<file path="config.mk">
export PLATFORM = sky130hd
export DESIGN_NAME = dual_irq_aggregator
export DESIGN_NICKNAME = d
export VERILOG_FILES = /design/src/rtl/irq_agg_pkg.sv /design/src/rtl/irq_edge_detect.sv /design/src/rtl/irq_cfg_regs.sv /design/src/rtl/irq_line.sv /design/src/rtl/irq_pin_mux.sv /design/src/rtl/dual_irq_aggregator.sv
export SDC_FILE = /design/constraint.sdc
export NUM_CORES = 1
export LEC_CHECK = 0
export ABC_AREA = 1
export CAP_MARGIN = 20
export CORE_ASPECT_RATIO = 2
export CORE_MARGIN = 5
export CORE_UTILIZATION = 49
export CTS_CLUSTER_SIZE = 28
export DETAILED_ROUTE_END_ITERATION = 8
export PLACE_DENSITY = 0.78
export SLEW_MARGIN = 20
export SYNTH_ARGS = -nofsm -noshare
export SYNTH_HDL_FRONTEND = slang
export SYNTH_SLANG_ARGS = --single-unit
</file>
<file path="constraint.sdc">
create_clock -name clk -period 1.02 [get_ports clk]
set_input_delay 0.204 -clock clk [delete_from_list [all_inputs] [get_ports clk]]
set_output_delay 0.204 -clock clk [all_outputs]
set_load 0.005 [all_outputs]
</file>
<file path="src/rtl/irq_agg_pkg.sv">
// Package: shared types for the dual interrupt aggregator.
// Assumes two lines; register addresses are fixed by the write decode.
package irq_agg_pkg;

    localparam int unsigned NLINES = 2;

    typedef enum logic [1:0] {
        ADDR_MASK0 = 2'd0,
        ADDR_MASK1 = 2'd1,
        ADDR_CFG0  = 2'd2,
        ADDR_CFG1  = 2'd3
    } reg_addr_t;

    typedef struct packed {
        logic hiz;      // bit 2: release the pin
        logic act_low;  // bit 1: invert pin level
        logic sel_irq;  // bit 0: 1 = interrupt, 0 = raw flag
    } pin_cfg_t;

    localparam int unsigned CFG_W = $bits(pin_cfg_t);

endpackage

</file>
<file path="src/rtl/irq_edge_detect.sv">
// Module: rising-edge detector for a vector of synchronous event inputs.
// Assumes inputs are already in the clk domain; one-cycle output per rise.
module irq_edge_detect #(
    parameter int unsigned NSRC = 6
) (
    input  logic            clk,
    input  logic            rst_n,
    input  logic [NSRC-1:0] evt_i,
    output logic [NSRC-1:0] rise_o
);
    logic [NSRC-1:0] evt_q;

    // Remember last cycle's input levels.
    always_ff @(posedge clk) begin
        if (!rst_n) evt_q <= '0;
        else        evt_q <= evt_i;
    end

    // A rise is high now and low one cycle earlier.
    always_comb rise_o = evt_i & ~evt_q;
endmodule

</file>
<file path="src/rtl/irq_cfg_regs.sv">
// Module: mask and pin configuration registers for both lines.
// Assumes one write per cycle; masks reset to all-masked, config to raw mode.
module irq_cfg_regs
    import irq_agg_pkg::*;
#(
    parameter int unsigned NSRC = 6
) (
    input  logic                        clk,
    input  logic                        rst_n,
    input  logic                        wr_en,
    input  logic [1:0]                  wr_addr,
    input  logic [NSRC-1:0]             wr_data,
    output logic [NLINES-1:0][NSRC-1:0] mask_o,
    output pin_cfg_t [NLINES-1:0]       cfg_o
);
    for (genvar g = 0; g < NLINES; g++) begin : g_line
        localparam logic [1:0] MASK_A = 2'(g);
        localparam logic [1:0] CFG_A  = 2'(g + 2);

        // Mask register of line g.
        always_ff @(posedge clk) begin
            if (!rst_n)                           mask_o[g] <= '1;
            else if (wr_en && wr_addr == MASK_A)  mask_o[g] <= wr_data;
        end

        // Pin configuration register of line g.
        always_ff @(posedge clk) begin
            if (!rst_n)                           cfg_o[g] <= '0;
            else if (wr_en && wr_addr == CFG_A)   cfg_o[g] <= pin_cfg_t'(wr_data[CFG_W-1:0]);
        end
    end
endmodule

</file>
<file path="src/rtl/irq_line.sv">
// Module: one interrupt line: event latches, read-clear and masked OR.
// Assumes clr_i is a one-cycle strobe; SRC_EN marks accepted sources.
module irq_line #(
    parameter int unsigned     NSRC   = 6,
    parameter logic [NSRC-1:0] SRC_EN = '1
) (
    input  logic            clk,
    input  logic            rst_n,
    input  logic [NSRC-1:0] rise_i,
    input  logic            clr_i,
    input  logic [NSRC-1:0] mask_i,
    output logic [NSRC-1:0] status_o,
    output logic            irq_o
);
    logic [NSRC-1:0] latch_q;
    logic [NSRC-1:0] set_v;

    // New events accepted by this line.
    always_comb set_v = rise_i & SRC_EN;

    // Latch events; a clear never drops an event arriving in the same cycle.
    always_ff @(posedge clk) begin
        if (!rst_n)     latch_q <= '0;
        else if (clr_i) latch_q <= set_v;
        else            latch_q <= latch_q | set_v;
    end

    // Unmasked pending events raise the line.
    always_comb begin
        status_o = latch_q;
        irq_o    = |(latch_q & ~mask_i);
    end

    // an accepted rise is always present one cycle later.
    p_keep_event_r6: assert property (@(posedge clk) disable iff (!rst_n)
        (set_v != '0) |=> ((latch_q & $past(set_v)) == $past(set_v)));

    // without a clear, no latched event drops.
    p_hold_latch_r2: assert property (@(posedge clk) disable iff (!rst_n)
        !clr_i |=> ((latch_q & $past(latch_q)) == $past(latch_q)));

    // sources outside SRC_EN never appear.
    p_unused_src_r4: assert property (@(posedge clk) disable iff (!rst_n)
        (status_o & ~SRC_EN) == '0);
endmodule

</file>
<file path="src/rtl/irq_pin_mux.sv">
// Module: output stage of one pin: source select, polarity, enable.
// Assumes raw_i is synchronous; purely combinational.
module irq_pin_mux
    import irq_agg_pkg::*;
(
    input  logic     irq_i,
    input  logic     raw_i,
    input  pin_cfg_t cfg_i,
    output logic     pin_o,
    output logic     oe_o
);
    // Pick the source, apply polarity, derive the enable.
    always_comb begin
        pin_o = (cfg_i.sel_irq ? irq_i : raw_i) ^ cfg_i.act_low;
        oe_o  = ~cfg_i.hiz;
    end
endmodule

</file>
<file path="src/rtl/dual_irq_aggregator.sv">
// Module: top of the dual interrupt aggregator.
// Assumes synchronous inputs; LVL_IDX names the source seen by line 1 only.
module dual_irq_aggregator
    import irq_agg_pkg::*;
#(
    parameter int unsigned NSRC    = 6,
    parameter int unsigned LVL_IDX = 5
) (
    input  logic            clk,
    input  logic            rst_n,
    input  logic [NSRC-1:0] evt_i,
    input  logic            err_flag_i,
    input  logic            npcm_flag_i,
    input  logic            wr_en,
    input  logic [1:0]      wr_addr,
    input  logic [NSRC-1:0] wr_data,
    input  logic            rd_en,
    input  logic            rd_line,
    output logic [NSRC-1:0] rd_data,
    output logic            pin0_o,
    output logic            pin0_oe,
    output logic            pin1_o,
    output logic            pin1_oe
);
    localparam logic [NSRC-1:0] LVL_BIT = {{(NSRC-1){1'b0}}, 1'b1} << LVL_IDX;
    localparam logic [NSRC-1:0] EN0     = ~LVL_BIT;
    localparam logic [NSRC-1:0] EN1     = '1;

    logic [NSRC-1:0]             rise;
    logic [NLINES-1:0][NSRC-1:0] mask;
    pin_cfg_t [NLINES-1:0]       cfg;
    logic [NLINES-1:0][NSRC-1:0] st;
    logic [NLINES-1:0]           irq;
    logic [NLINES-1:0]           raw;
    logic [NLINES-1:0]           pin_v;
    logic [NLINES-1:0]           oe_v;

    irq_edge_detect #(.NSRC(NSRC)) u_edge (
        .clk(clk), .rst_n(rst_n), .evt_i(evt_i), .rise_o(rise)
    );

    irq_cfg_regs #(.NSRC(NSRC)) u_regs (
        .clk(clk), .rst_n(rst_n), .wr_en(wr_en), .wr_addr(wr_addr),
        .wr_data(wr_data), .mask_o(mask), .cfg_o(cfg)
    );

    // Raw flag per pin.
    always_comb raw = {npcm_flag_i, err_flag_i};

    for (genvar g = 0; g < NLINES; g++) begin : g_line
        localparam logic [NSRC-1:0] EN_G = (g == 0) ? EN0 : EN1;
        logic clr;

        // Clear this line when it is the one being read.
        always_comb clr = rd_en && (rd_line == 1'(g));

        irq_line #(.NSRC(NSRC), .SRC_EN(EN_G)) u_line (
            .clk(clk), .rst_n(rst_n), .rise_i(rise), .clr_i(clr),
            .mask_i(mask[g]), .status_o(st[g]), .irq_o(irq[g])
        );

        irq_pin_mux u_pin (
            .irq_i(irq[g]), .raw_i(raw[g]), .cfg_i(cfg[g]),
            .pin_o(pin_v[g]), .oe_o(oe_v[g])
        );

        // interrupt-mode active-high pin equals unmasked pending events.
        p_irq_pin_r3: assert property (@(posedge clk) disable iff (!rst_n)
            (cfg[g].sel_irq && !cfg[g].act_low) |-> (pin_v[g] == |(st[g] & ~mask[g])));
    end

    // Status read mux and pin outputs.
    always_comb begin
        rd_data = st[rd_line];
        pin0_o  = pin_v[0];
        pin0_oe = oe_v[0];
        pin1_o  = pin_v[1];
        pin1_oe = oe_v[1];
    end

    // first cycle out of reset, everything masked and nothing pending.
    p_mask_reset_r1: assert property (@(posedge clk) disable iff (!rst_n)
        $rose(rst_n) |-> (mask[0] == '1 && mask[1] == '1 && st[0] == '0 && st[1] == '0));

    // a read of one line leaves the other line's latches intact.
    p_other_kept_r5: assert property (@(posedge clk) disable iff (!rst_n)
        (rd_en && rd_line) |=> ((st[0] & $past(st[0])) == $past(st[0])));
endmodule

</file>
# Word level (Yosys, flattened, before mapping)
# Cells that the tools add are included.
# op_classes
muxes	6
magnitude_cmp	1
bitwise	14
reduce_logical	10
n_eq_ne	3
# op_table
cell	count
6-bit AND	3
6-bit 2-to-1 mux	3
6-bit NOT	3
6-bit OR reduction	2
1-bit logical AND	6
6-bit by 5-bit bitwise OR with 6-bit output	1
6-bit bitwise OR	1
5-bit 2-to-1 mux	1
2-bit equality test (second input constant)	2
1-bit NOT	4
2-bit by 1-bit equality test with 1-bit output (second input constant)	1
2-bit zero test	1
1-bit by 2-bit < comparator with 1-bit output (second input constant)	1
1-bit 2-to-1 mux	2
2-bit OR reduction	1
1-bit XOR	2
# totals
output_inout_bits	10
wordCells	46
register_bits	36
input_bits	21

# Longest topological paths before layout
# Gate-level depths: netlist (run 1).
# logic_depth
ltp_word	5
depth_mapped	8

# Hierarchy
# A second synthesis (run 1) with hierarchy kept.
# hier_totals
hier_cells	244
hier_area_um2	1625.3
# by_module_without_submodules
mod	area_per_inst_um2	n_inst	seq_area_each_um2	cells_each
irq_cfg_regs	753.2	1	360.3	96
irq_line at g_line[1].u_line	249.0	1	120.1	37
irq_line at g_line[0].u_line	220.2	1	100.1	33
irq_edge_detect	210.2	1	120.1	30
dual_irq_aggregator	97.6	1	0.0	24
irq_pin_mux	47.5	2	0.0	12

# Worst setup path after synthesis (run 1)
# OpenSTA, ideal clock, no wires.
# synth_path
path_type	register -> output
from	register u_regs.cfg_o[3] in the netlist's numbering
to	output pin1_o
stages_incl_launch_ff	5
n_path_buf	0
required_time_ns	0.816
slack_ns	0.067
t_arrival_ns	0.749
path_cell_list	dfxtp_1 > or2_2 > nand2_1 > nand2_1 > nand2_1
# synth_via
elab_chain_len	2
# synth_rtl
item	line	text
from (decl)	irq_cfg_regs.sv:14	output pin_cfg_t [NLINES-1:0] cfg_o
from (signal, indexed assignment)	irq_cfg_regs.sv:29	else if (wr_en && wr_addr == CFG_A) cfg_o[g] <= pin_cfg_t'(wr_data[CFG_W-1:0]);
1-bit 2-to-1 mux	irq_pin_mux.sv:14	pin_o = (cfg_i.sel_irq ? irq_i : raw_i) ^ cfg_i.act_low;
1-bit XOR	irq_pin_mux.sv:14	
to (decl)	dual_irq_aggregator.sv:22	output logic pin1_o,
# No other way between the ends.

# Worst setup path in the final report (run 1)
# layout_path
from	register u_regs.mask_o[0] in the netlist's numbering
to	output pin0_o
# layout_via
elab_chain_len	5
# layout_rtl
item	line	text
from (decl)	irq_cfg_regs.sv:13	output logic [NLINES-1:0][NSRC-1:0] mask_o,
from (signal, indexed assignment)	irq_cfg_regs.sv:23	else if (wr_en && wr_addr == MASK_A) mask_o[g] <= wr_data;
6-bit NOT	irq_line.sv:31	irq_o = |(latch_q & ~mask_i);
6-bit AND	irq_line.sv:31	
6-bit OR reduction	irq_line.sv:31	
1-bit 2-to-1 mux	irq_pin_mux.sv:14	
1-bit XOR	irq_pin_mux.sv:14	
to (decl)	dual_irq_aggregator.sv:20	output logic pin0_o,
# No other way between the ends.

==> results of run 1 <==
-- layout make-up --
| class | instances | area share [%] |
|---|---|---|
| clock buffer | 7 | 3.73 |
| inverter | 35 | 6.42 |
| multi-input combinational | 120 | 30.0 |
| sequential | 34 | 34.1 |
| tap | 29 | 1.77 |
| timing repair buffer | 54 | 24.0 |
-- sequential cells by signal (all words and copies together) (netlist names) --
register,flops
u_edge.evt_q,6
u_regs.cfg_o,6
g_line.u_line.status_o,11
u_regs.mask_o,11
-- cell usage after synthesis --
library cell and n:
o21ai_0 8, inv_2 3, o211ai_2 1, a21oi_1 17, inv_1 32, buf_4 2, nand2_4 1, dfxtp_1 34
buf_6 1, nand3_2 1, buf_2 1, nor2_1 4, o211ai_1 9, nand2_1 70, or2_2 2, nand3_1 7
-- per-layer routing --
layer	GRT usage, %	wire [microns]	vias to the layer above
li1	-	-	711
met1	17.4	1240	627
met2	31.5	1960	37
met3	4.03	204	11
met4	11.0	131	0
met5	0	0	-
-- stage by stage --
step | std cells | power [mW] | hold WS, ns | cell area, sq um
after floorplan | 193 | 1.66 | 0.297 | 1400
after detailed placement | 270 | 1.94 | 0.411 | 1890
after global placement | 270 | 1.93 | 0.403 | 1890
after global routing | 279 | 3.00 | 0.339 | 2050
after CTS | 278 | 2.86 | 0.412 | 1990
final | 279 | 2.88 | 0.304 | 2050
-- worst max-delay path: cells and delay by family (launching register included) --
| family | cells | cell delay, ns |
|---|---|---|
| AND/OR/NAND/NOR | 7 | 0.49 |
| buffers and inverters | 2 | 0.16 |
| flip-flops | 1 | 0.30 |
-- power breakdown --
part	total, mW	switching (mW)	internal [mW]	leakage, nW
Combinational	0.502	0.237	0.265	0.724
Clock	0.924	0.455	0.469	0.0383
Sequential	1.45	0.0374	1.42	0.283
Total	2.88	0.730	2.15	1.05
-- logic make-up (layout without fill, tap and decap cells) --
group,after synthesis,count (layout),synth area share (%)
compound gates,35,35,14.7
flops,34,34,48.8
simple gates,85,85,24.8
buf+inv,39,96,11.7
-- repair_timing --
action / in CTS / in global routing
setup endpoints to repair: 18 / 25
setup buffers: 2 / 5
gates resized for setup: 71 / 24
pin swaps: 9 / 9
cloned: 0 / 0
hold buffers: 0 / 0
-- worst min path at each step --
stage          cells past startpoint                      endpoint
5_1_grt                            4              u_regs.mask_o[8]
2_1_floorplan                      2               u_edge.evt_q[0]
3_5_place_dp                       1  g_line[1].u_line.status_o[5]
4_1_cts                            1  g_line[1].u_line.status_o[5]
3_3_place_gp                       1  g_line[1].u_line.status_o[5]
6_report                           4              u_regs.mask_o[8]
==> impl_results.md, run 1 <==
* PD cells at 1410 nW/um^2
* CP Max Fanout at 2
* Rel. slew slack at 82.5%
* Actual slew at the worst max-slew pin at 0.262 ns
* Unrepaired setup endpoints after global routing: yes
* Post-synth cell types at 16
* P&R area growth vs syn at 46.7%
* Total CTS buffers at 5
* Syn avg cell area at 7.23 sq um
* Largest net degree at the start of global routing at 26
* Bufs on Longest Clock Path at 2
* Number of global-route vias before repair at 1,266
* Drt initial violations at 36
* Core ar. at 2740 sq um
* Crit-path slowest cell: dfxtp_1
* Max Freq at 0.692 GHz
* IO Count at 31
* Initial DRT Pass Iterations at 4
* Commonest non-fill, non-tap cell in the layout: nand2_1
* Via-per-instance ratio at 4.97
* Area share of the largest cell type after synthesis at 48.8%
* Max-cap viol count at 0
* Worst slack, placed at -0.721 ns
* GRT overflow at 0
* Die Y at 85.5 microns
* Register area at 698 sq um
* Leakage at 1.05 nW
* R2R setup slack at 0.23 ns
* Worst r2r dst: g_line[0].u_line.status_o[2]
* CP endpoint: pin0_o
* H-tree depth at 2
* Clk slew on worst S/H paths at 0.06 ns
* HPWL after DPL at 2.28 mm
* Failing checks: negative setup slack
* Largest vdd supply drop at 1310 uV
* Commonest non-fill, non-tap cells in the layout: nand2_1 (56), inv_1 (29), dfxtp_1 (20)
* Outcome: finished, violations left
* Kind of critical path: register to output port
* CTS tree: done
* CP dominant cell by count: nand2_1
* Start point of the worst hold path: wr_addr[0]
* ANT nets after route at 0
* Largest cells by area after synthesis: dfxtp_1 (49%), nand2_1 (19%), inv_1 (8.6%)
* CP Cell Sequence: inv_1 > nand2_1 > nand2_1 > nor2_1 > nand2_1 > nand2_1 > nand2_1 > nand2_1 > buf_2
* GP Congestion at 0.833
* Final setup TNS at -1.58 ns
* Drt total wl at 3.54 mm
* Cells after Synth at 193
* Clock skew at 0.00399 ns
* Crit path from: u_regs.mask_o[0]
* Critical Path RT at 0.82 ns
* First-pass GRT wire length at 5.29 mm
* Arr. time, crit path at 1.24 ns
* Mapped cell area at 1400 sq um
* Max-slew violations at 0
* R2R Path Start: g_line[0].u_line.status_o[2]
* Final core utilization at 74.8%
* Area leader, netlist: dfxtp_1
* Critical Path Max Stage Delay at 0.30 ns
* Ys Warns at 0
* Register area share after synthesis at 48.8%
* Final hold vios at 0
* Fill cell count at 207
* Crit path launch type: register
* Final nets at 271
* Initial antenna violation count at 0
* Port Buffers at 30
* Worst Hold Class: input pin to register
* CP endpoint kind: output port
* Synthesized flop and latch total at 34
* Routed via count at 1,386
* Path depth of the worst reg2reg path at 4
* Total GRT Usage at 18.0%
* Avg WL per Cell at 12.7 microns
* Layout cells sized above 1 at 32.4%
* Initial Util at 51.0%
* CTS sink cnt at 34
* Crit share post-route at 142%
* Ant. Diodes at 0
* Final setup violation count at 8
* Placement Rows at 27
* Clock latency on the worst-skew pair at 0.29 ns
* Syn_nets at 214
* Die area at 4080 sq um
* CTS root buf: clkbuf_8
* Die width at 47.7 microns
* Multi-input logic area at 613 sq um
* Drt drc at 0
* Setup ws final at -0.426 ns
* Minimum clock period after layout at 1.45 ns
Power figures use the tool's default switching activity.
==> inputs of run 2 (changes only) <==
- CORE_UTILIZATION: 49 -> 52
- PLACE_DENSITY: 0.78 -> 0.82
- clock period: 1.02 -> 1.8 ns (I/O delays scaled with it)
==> impl_results.md, run 2 (synthesis gave the netlist of run 1 again) <==
* Outcome: completed
* Clk slew on worst S/H paths at 0.06 ns (about the same)
* HPWL after DPL at 2.35 mm (+2.8%)
* Unrepaired setup endpoints after global routing: no
* P&R area growth vs syn at 30.8%
* Drt initial violations at 31 (-14%)
* Final hold vios at 0 (unchanged)
* Post-DP Area at 1710 sq um (-9.3%)
* Max-cap viol count at 0 (unchanged)
* Dpl cells at 249 (-7.8%)
* Clock latency on the worst-skew pair at 0.28 ns (about the same)
* Avg WL per Cell at 12.0 microns (-5.6%)
* Finished Layout Cells at 258 (-7.5%)
* Total CTS buffers at 5 (unchanged)
* Die area at 3880 sq um (-4.8%)
* Port Buffers at 30 (unchanged)
* Worst Hold Class: register to register
* CP endpoint kind: output port
* Largest vdd supply drop at 857 uV (-35%)
* Crit path launch type: input pin
* CTS root buf: clkbuf_8
* Overall power at 1.71 mW (-41%)
* Arr. time, crit path at 1.40 ns (+0.16 ns)
* Placement Rows at 26 (-3.7%)
* Ant. Diodes at 0 (unchanged)
* CP Max Fanout at 2 (unchanged)
* CTS sink cnt at 34 (unchanged)
* Routed via count at 1,316 (-5.1%)
* CTS tree: done
* Initial DRT Pass Iterations at 4 (unchanged)
* Layout cells sized above 1 at 7.83% (-25 points)
* Final setup violation count at 0 (-8)
* Kind of critical path: input pin to output port
* First-pass GRT wire length at 5.06 mm (-4.3%)
* Largest net degree at the start of global routing at 26 (unchanged)
* Commonest non-fill, non-tap cells in the layout: nand2_1 (70), dfxtp_1 (34), inv_1 (32)
* Number of global-route vias before repair at 1,320 (+4.3%)
* M2 GR Usage at 31.3% (-0.20 points)
* Bufs on Longest Clock Path at 2 (unchanged)
* Drt total wl at 3.09 mm (-13%)
* Max-slew violations at 0 (unchanged)
* H-tree depth at 2 (unchanged)
* Leakage at 0.909 nW (-13%)
* R2R setup slack at 1.14 ns (+0.91 ns)
* Max Freq at 0.569 GHz
* Core ar. at 2570 sq um (-6.1%)
* ANT nets after route at 0 (unchanged)
* GRT overflow at 0 (unchanged)
* Rel. slew slack at 76.5% (-6.0 points)
* Initial antenna violation count at 0 (unchanged)
* GP Congestion at 0.838 (+0.50%)
* Minimum clock period after layout at 1.76 ns
* Die Y at 83.3 microns (-2.6%)
* Post-CTS Hold Fix Bufs at 0 (unchanged)
* Met3 Usage GRT at 5.41% (+1.4 points)
* Crit share post-route at 97.6%
* Via-per-instance ratio at 5.10 (+2.7%)
* Clock skew at 0.00308 ns (-0.000909 ns)
* Final nets at 250 (-7.7%)
* GR Layer Usage met1 at 15.5% (-1.9 points)
* Initial Util at 54.3% (+3.3 points)
* Drt drc at 0 (unchanged)
* Busiest grt layer: met2
* Total GRT Usage at 17.6% (-0.47 points)
* Actual slew at the worst max-slew pin at 0.352 ns (+0.0900 ns)
* PD cells at 935 nW/um^2 (-34%)
* Finished Cell Area at 1820 sq um (-11%)
* IO Count at 31 (unchanged)
* Die width at 46.6 microns (-2.3%)
* Commonest non-fill, non-tap cell in the layout: nand2_1
* Critical Path RT at 1.44 ns (+0.62 ns)
## run 2: worst max-delay path: stages
cell and delay [ns]:
clkdlybuf4s50_1 0.39, or2_2 0.28, nand2_1 0.07, nand2_1 0.04
nand2_1 0.05, clkdlybuf4s15_1 0.20
## run 2: cell type report
class | instances | area (sq um)
Fill cell | 244 | 746
Sequential cell | 34 | 681
Multi-Input combinational cell | 120 | 552
Timing Repair Buffer | 33 | 319
Inverter | 35 | 131
Clock buffer | 7 | 76.3
Tap cell | 28 | 35.0
Clock inverter | 1 | 30.0
## run 2: path summary, 6_finish.rpt
path / startpoint / depth (start not counted) / to
max: err_flag_i / 6 / pin0_o
min: u_edge.evt_q[5] / 1 / g_line[1].u_line.status_o[5]
max reg2reg: g_line[0].u_line.status_o[1] / 2 / g_line[0].u_line.status_o[1]
min reg2reg: u_edge.evt_q[5] / 1 / g_line[1].u_line.status_o[5]
## run 2: per-layer routing
metal	share of wire, %	vias up
li1	-	668
met1	35	598
met2	55	42
met3	7.1	8
met4	3.6	0
met5	0	-
## run 2: timing repair
action                     4_1_cts  5_1_grt
setup buffers                    0        1
setup endpoints to repair        8        4
resized for setup                6        3
hold endpoints to repair         0        0
## run 2: power by group
part / internal [mW] / total (mW) / switching [mW]
Clock: 0.414 / 0.667 / 0.253
Combinational: 0.112 / 0.217 / 0.106
Sequential: 0.798 / 0.822 / 0.0235
Total: 1.32 / 1.71 / 0.382
## run 2: stage by stage
step,hold WS [ns],utilization (%),TNS (ns),worst slack [ns]
after global routing,0.467,71.0,0,0.00453
final,0.445,71.0,0,0.0435
after global placement,0.405,66.7,-1.56,-0.233
after CTS,0.450,70.8,0,0.00116
after detailed placement,0.442,66.7,-1.68,-0.264
after floorplan,0.399,-,0,0.649
